`src/rtl/lop_topk.sv`:
```
module lop_topk #(
  parameter int DIM  = 8,
  parameter int IDXW = 16,
  parameter int KMAX = 16,
  parameter int SW   = 24,
  localparam int KW  = $clog2(KMAX + 1)
) (
  input  logic                 clk,
  input  logic                 rst_n,
  input  logic                 start,
  input  logic [KW-1:0]        k_num,
  input  logic [DIM*8-1:0]     q_vec,
  input  logic                 key_valid,
  input  logic [DIM*8-1:0]     key_vec,
  input  logic [IDXW-1:0]      key_idx,
  input  logic                 key_last,
  output logic [KMAX*IDXW-1:0] out_idx,
  output logic [KMAX-1:0]      out_valid,
  output logic                 done
);

  logic [DIM*8-1:0]      q_r;
  logic [KW-1:0]         k_r;
  logic signed [SW-1:0]  s_r [KMAX];
  logic [IDXW-1:0]       id_r [KMAX];
  logic [KMAX-1:0]       v_r;
  logic signed [SW-1:0]  s_n [KMAX];
  logic [IDXW-1:0]       id_n [KMAX];
  logic [KMAX-1:0]       v_n;
  logic [KMAX-1:0]       gt;
  logic signed [SW-1:0]  score;

  function automatic logic [2:0] lead1(input logic [7:0] v);
    logic [7:0] mag;
    logic [2:0] r;
    mag = v[7] ? (~v + 8'd1) : v;
    r = '0;
    for (int b = 0; b < 8; b++)
      if (mag[b]) r = 3'(b);
    return r;
  endfunction

  always_comb begin
    score = '0;
    for (int d = 0; d < DIM; d++) begin
      logic [7:0] qe, ke;
      logic [3:0] sh;
      logic signed [SW-1:0] term;
      qe = q_r[d*8 +: 8];
      ke = key_vec[d*8 +: 8];
      sh = {1'b0, lead1(qe)} + {1'b0, lead1(ke)};
      term = SW'(1) <<< sh;
      if (qe != 8'd0 && ke != 8'd0)
        score = (qe[7] ^ ke[7]) ? score - term : score + term;
    end
  end

  always_comb begin
    for (int i = 0; i < KMAX; i++)
      gt[i] = key_valid && (i < int'(k_r)) && (!v_r[i] || score > s_r[i]);
    for (int i = 0; i < KMAX; i++) begin
      int p;
      logic up;
      p  = (i == 0) ? 0 : i - 1;
      up = (i == 0) ? 1'b0 : gt[p];
      s_n[i]  = s_r[i];
      id_n[i] = id_r[i];
      v_n[i]  = v_r[i];
      if (gt[i] && !up) begin
        s_n[i]  = score;
        id_n[i] = key_idx;
        v_n[i]  = 1'b1;
      end else if (gt[i] && up) begin
        s_n[i]  = s_r[p];
        id_n[i] = id_r[p];
        v_n[i]  = v_r[p];
      end
    end
  end

  always_ff @(posedge clk) begin
    if (!rst_n) begin
      q_r  <= '0;
      k_r  <= '0;
      v_r  <= '0;
      done <= 1'b0;
      for (int i = 0; i < KMAX; i++) begin
        s_r[i]  <= '0;
        id_r[i] <= '0;
      end
    end else if (start) begin
      q_r  <= q_vec;
      k_r  <= (int'(k_num) > KMAX) ? KW'(KMAX) : k_num;
      v_r  <= '0;
      done <= 1'b0;
    end else begin
      s_r  <= s_n;
      id_r <= id_n;
      v_r  <= v_n;
      if (key_valid && key_last) done <= 1'b1;
    end
  end

  assign out_valid = v_r;
  always_comb
    for (int i = 0; i < KMAX; i++) out_idx[i*IDXW +: IDXW] = id_r[i];

  a_r1_reset_empty: assert property (@(posedge clk) !rst_n |=> (out_valid == '0 && !done));
  a_r2_start_clears: assert property (@(posedge clk) disable iff (!rst_n) start |=> (out_valid == '0 && !done));
  a_r8_done_cause: assert property (@(posedge clk) disable iff (!rst_n) $rose(done) |-> $past(key_valid && key_last && !start));
  a_r9_count_le_k: assert property (@(posedge clk) disable iff (!rst_n) $countones(out_valid) <= int'(k_r));

  for (genvar i = 0; i < KMAX - 1; i++) begin : g_chk
    a_r6_prefix: assert property (@(posedge clk) disable iff (!rst_n) v_r[i+1] |-> v_r[i]);
    a_r4_sorted: assert property (@(posedge clk) disable iff (!rst_n) v_r[i+1] |-> (s_r[i] >= s_r[i+1]));
  end

endmodule

```
`config.mk`:
```
export PLATFORM = sky130hd
export DESIGN_NAME = lop_topk
export DESIGN_NICKNAME = d
export VERILOG_FILES = /design/src/rtl/lop_topk.sv
export SDC_FILE = /design/constraint.sdc
export NUM_CORES = 2
export LEC_CHECK = 0
export ABC_AREA = 1
export BUFFER_PORTS_ARGS = -buffer_cell sky130_fd_sc_hd__buf_2
export CAP_MARGIN = 15
export CORE_MARGIN = 10
export CORE_UTILIZATION = 55
export DETAILED_ROUTE_END_ITERATION = 7
export PLACE_DENSITY = 0.7
export SLEW_MARGIN = 30
export SYNTH_ARGS = -nofsm -noshare
export SYNTH_HDL_FRONTEND = slang
export SYNTH_SLANG_ARGS = --single-unit
```
`constraint.sdc`:
```
create_clock -name clk -period 43.2 [get_ports clk]
set_clock_uncertainty 0.05 [all_clocks]
set_input_delay 6.48 -clock clk [delete_from_list [all_inputs] [get_ports clk]]
set_output_delay 6.48 -clock clk [all_outputs]
set_load 0.02 [all_outputs]
```
* Word level (Yosys, flattened, before mapping)
Index checks and enable logic that the tools add are counted.
** Operators by class
- $add $sub $neg :: 39
- $lt $le $gt $ge :: 33
- Shift operators :: 8
- Multiplexer cells :: 235
- Bitwise operators :: 26
- Reductions and logical operators :: 166
** Operators by type and width (count)
- $mux 24 :: 46
- $mux 16 :: 30
- $gt 24x24->1 :: 16
- $mux 3 :: 95
- $sshl 2x4->24 const A :: 8
- $add 24x24->24 :: 7
- $sub 24x24->24 :: 7
- $add 8x1->8 const B :: 16
- $mux 8 :: 16
- $not 8->8 :: 16
- $reduce_bool 8->1 :: 16
- $logic_and 1x1->1 :: 71
- $mux 1 :: 46
- $lt 4x5->1 const A :: 8
- $add 3x3->4 :: 8
- $reduce_and 2->1 :: 16
- $logic_not 1->1 :: 31
- $reduce_bool 2->1 :: 15
- $sub 1x24->24 const A :: 1
- $lt 3x5->1 const A :: 4
- $logic_or 1x1->1 :: 16
- $lt 1x5->1 const A :: 2
- $lt 2x5->1 const A :: 2
- $xor 1x1->1 :: 8
- 5 further kinds :: 6
** Storage, ports and cells
- Register bits :: 726
- Bits of input ports :: 154
- Output and inout port bits :: 273
- Word-level logic and storage cells :: 558

* Depth between registers and ports, before layout
- Depth after elaboration :: 43
- Mapped depth :: 117
- Gate-level depth less buffers :: 116

* Worst setup path after synthesis
OpenSTA, ideal clock, no wires.
- Path type :: input -> register
- Start point :: in key_vec[9]
- End point :: reg s_r[214] in the netlist's numbering
- Arrival time :: 21550 ps
- Setup slack :: 21469 ps
- Stages on the path :: 101
- Buffers on the path :: 2
- Path through :: inv_1 > ha_1 > inv_1 > o31ai_1 > xnor2_1 > inv_1 > a21oi_1 > o22ai_1 > ha_1 > fa_1 > nor2_1 > inv_1 > nor2_1 > inv_1 > nor2_1 > inv_1 > ha_1 > nor2_1 > [65 not listed] > nand2_1 > ha_1 > nand2_1 > nor3_1 > nand3_1 > or4_1 > o221ai_1 > nand2_1 > o21ai_0 > o311ai_0 > o21ai_0 > clkbuf_1 > clkinv_1 > nor2_1 > clkinv_1 > clkbuf_1 > nand2_1 > a21oi_2
** Between the ends
- Word-level cells in the longest chain between the ends :: 40
- Elaborated cells on any way between the ends :: 54
- Classes of those cells :: 16 x add/sub; 2 x order compare; 1 x shift; 23 x mux; 1 x bitwise; 11 x reduce/logical
** Ends and longest elaborated chain
- from (decl) :: RTL line 14 : input logic [DIM*8-1:0] key_vec,
- $not 8->8 :: RTL line 36 : mag = v[7] ? (~v + 8'd1) : v;
- $add 8x1->8 :: RTL line 36
- $mux 8 :: RTL line 36
- $mux 1 :: RTL line 39 : if (mag[b]) r = 3'(b);
- $mux 3 (6 in series) :: RTL line 39
- $add 3x3->4 :: RTL line 51 : sh = {1'b0, lead1(qe)} + {1'b0, lead1(ke)};
- $sshl 2x4->24 :: RTL line 52 : term = SW'(1) <<< sh;
- $add 24x24->24 / $sub 24x24->24 (equally long branches) :: RTL line 54 : score = (qe[7] ^ ke[7]) ? score - term : score + term;
- [20 not listed]
- via score[23] :: RTL line 31 : logic signed [SW-1:0] score;
- $gt 24x24->1 :: RTL line 60 : gt[i] = key_valid && (i < int'(k_r)) && (!v_r[i] || score > s_r[i]);
- $logic_or 1x1->1 :: RTL line 60
- $logic_and 1x1->1 :: RTL line 60
- $logic_not 1->1 :: RTL line 69 : if (gt[i] && !up) begin
- $logic_and 1x1->1 :: RTL line 69
- $reduce_bool 2->1 (no source line)
- $reduce_and 2->1 (no source line)
- to (signal assigned) :: RTL line 97 : s_r <= s_n;
- to (decl) :: RTL line 24 : logic signed [SW-1:0] s_r [KMAX];
The timed path passes the listed nets; every way through them passes the cells marked *.
A chain may end at the register's enable or synchronous reset.

* Worst setup path after layout
- Start point :: in key_vec[9]
- End point :: reg s_r[72] in the netlist's numbering
The elaborated chain is that of the path after synthesis.

==> results.toml <==
[timing]
setup_viol = 0
rsz0062_at_grt = "false"
hold_violations = 0
drv_slew = 0
fin_tns_setup_ps = 0
hold_ws_ps = 414
layout_min_cycle_time_ps = 25290
relSlewSlack = 0.295
max_freq_ghz = 0.0395
timing.final.crit_share = 0.585
worst_pin_slew_ps = 1050

[routing]
wl_met1_um = 81100
drc = 0
topRoutingLayerUsed = "met5"
wl_met3_um = 15900
dr.pass1.iters = 6
vias_per_cell = 5.88
drtIter0Drc = 5320
wl_um = 183000
ant_nets = 0
route.met2.wl_um = 80400
num_vias = 56500
drt-wirelength-per-cell_um = 19.0

[cts]
cts-hold-fix-buffers = 0
clk_latency_ps = 680
cts_setup_buffers = 0
clock_path_buffers = 3
htreeDepth = 3
tritoncts = "yes"
ctsResizeCount = 0
cts-root-buf = "clkbuf_16"
cts_buffers = 83
clock_sinks = 726
clkTransAtPathRegs_ps = 60

[worst_setup_path]
endpoint_kind = "flop"
slowest_delay_ps = 830
regToRegEndpoint = "s_r[72]$_SDFFE_PN0P_"
crit_slowest_cell = "nand2_1"
startpoint_type = "input port"
critPathKind = "in2reg"
r2r_start = "q_r[9]$_SDFFE_PN0P_"
regToRegSetupSlack_ps = 23330
required_ps = 43670
critical_path_arrival_ps = 25750
r2r_cells = 97
crit_path_max_fanout = 24
crit_top_cell = "nand2_1"

[global_route]
first_global_vias = 52700
gr-total-overflow = 0
track_usage = 0.312
antenna_found_initial = 4
grt_max_degree = 114
grt_pass1_wl_um = 289000

[min_path]
holdPathEnd = "s_r[78]$_SDFFE_PN0P_"
hold_depth = 2
holdCritStartpoint = "s_r[78]$_SDFFE_PN0P_"
hold_class = "reg2reg"

[yosys]
yosys_warnings = 0
synthFlopType = "dfxtp_1"
synth_seq_area_share = 0.266
synth-edff-count = 0
synthSimpleGateAreaFrac = 0.190
synthMuxAreaShare = 0.000366
synth-adder-area-share = 0.139
synth_fp_nets = 8835
synth_xor_area_frac = 0.0358
yosysMostFrequentCell = "nand2_1"
synth_cells = 8083
synth-async-reset-ratio = 0
yosysTopAreaCell = "dfxtp_1"
synth_top_area_frac = 0.266
synthTopCellsByCount = "nand2_1 (1375), a21oi_1 (1164), inv_1 (958)"
avgSynthCellArea_um2 = 6.77
synth_cell_types = 72
synth_area_leaders = "dfxtp_1 (27%), ha_1 (13%), a21oi_1 (11%)"
synth-seq-cells = 726
syn-cell-area_mm2 = 0.0547
synth_top_family_by_area = "compound AO/OA/AOI/OAI gates"
synth_compound_area_frac = 0.269

[die]
placementRows = 115
dieArea_mm2 = 0.112
io-pin-count = 427
initial_utilization = 0.555
core-area_mm2 = 0.0986
die_h_um = 335
fp.dieW_um = 335

[place]
port_buffers = 426
dpl.hpwl_um = 134000
placed_area_mm2 = 0.0578
gp_congestion = 0.933

[final_layout]
fillers = 9344
area_growth_pct = 11.2
final_nets = 9006
post-route-cell-area_mm2 = 0.0608
drive_gt1_frac = 0.106

[status]
outcome = "finished clean"

[job]
maxCapViolCount = 0
## logic make-up (layout without fill, tap and decap cells)
family,after synthesis,in the layout
compound gates,2649,2649
fa+ha+maj,598,598
simple gates,2439,2439
xor+xnor,222,222
flops,726,726
mux,2,2
other cells,0,2
buf+inv,1447,1686
## sequential cells by signal, summed over array words and instances (netlist names)
signal     flops
q_r           64
s_r          384
k_r            5
out_idx      256
out_valid     16
done           1
## worst max-delay path by stage
stage | startpoint | to | slack (ps) | cells after the start
after floorplan | key_vec[9] | s_r[214]$_SDFFE_PN0P_ | 21470 | 101
after global placement | key_vec[9] | s_r[299]$_SDFFE_PN0P_ | 17540 | 100
after detailed placement | key_vec[9] | s_r[298]$_SDFFE_PN0P_ | 17210 | 100
after CTS | key_vec[9] | s_r[298]$_SDFFE_PN0P_ | 17830 | 99
after global routing | key_vec[9] | s_r[72]$_SDFFE_PN0P_ | 16120 | 99
final | key_vec[9] | s_r[72]$_SDFFE_PN0P_ | 17910 | 97
## placed cells by master, fill, tap and decap left out, types with 72 or more instances in the layout
| cell type | Yosys | final |
|---|---|---|
| a21oi_1 | 1164 | 1156 |
| buf_2 | 11 | 424 |
| buf_4 | 4 | 86 |
| clkbuf_16 | 0 | 85 |
| dfxtp_1 | 726 | 726 |
| ha_1 | 583 | 583 |
| inv_1 | 958 | 956 |
| nand2_1 | 1375 | 1374 |
| nand3_1 | 262 | 262 |
| nor2_1 | 475 | 448 |
| nor3_1 | 93 | 93 |
| o211ai_1 | 108 | 108 |
| o21ai_0 | 741 | 739 |
| o22ai_1 | 335 | 335 |
| xnor2_1 | 72 | 72 |
| xor2_1 | 149 | 149 |
## routing by layer
metal | up-vias | track usage
li1 | 28000 | -
met1 | 26300 | 0.417
met4 | 6 | 0.0987
met2 | 1969 | 0.494
met3 | 316 | 0.0670
met5 | - | 0
## area by class of cell
type / instances / area [µm²] / area share
multi-input cells: 5910 / 35000 / 0.575
flip-flops and latches: 726 / 14500 / 0.239
inverters: 1019 / 3840 / 0.0631
repair buffers: 514 / 2860 / 0.0470
clock buffers: 115 / 2430 / 0.0399
well taps: 1287 / 1610 / 0.0265
clock inverters: 38 / 577 / 0.00948
diodes: 2 / 5.00 / 0.0000823
## worst max-delay path, delay by kind of cell
kind            cells  cell delay [ps]
fa+ha+maj          12             3980
simple gates       35             5790
buf+inv            14             2590
compound gates     30             5740
xor+xnor            6             1070
## stage by stage
step | std cells | setup WS, ps | util
5_1_grt | 9609 | 16120 | 0.617
2_1_floorplan | 8083 | 21470 | -
3_3_place_gp | 9453 | 17540 | 0.586
3_5_place_dp | 9454 | 17210 | 0.586
4_1_cts | 9607 | 17830 | 0.616
6_report | 9611 | 17910 | 0.617
Power is left out: the tool's default activity adds up to more than one toggle a clock period on the data nets, which glitch-free logic cannot reach.
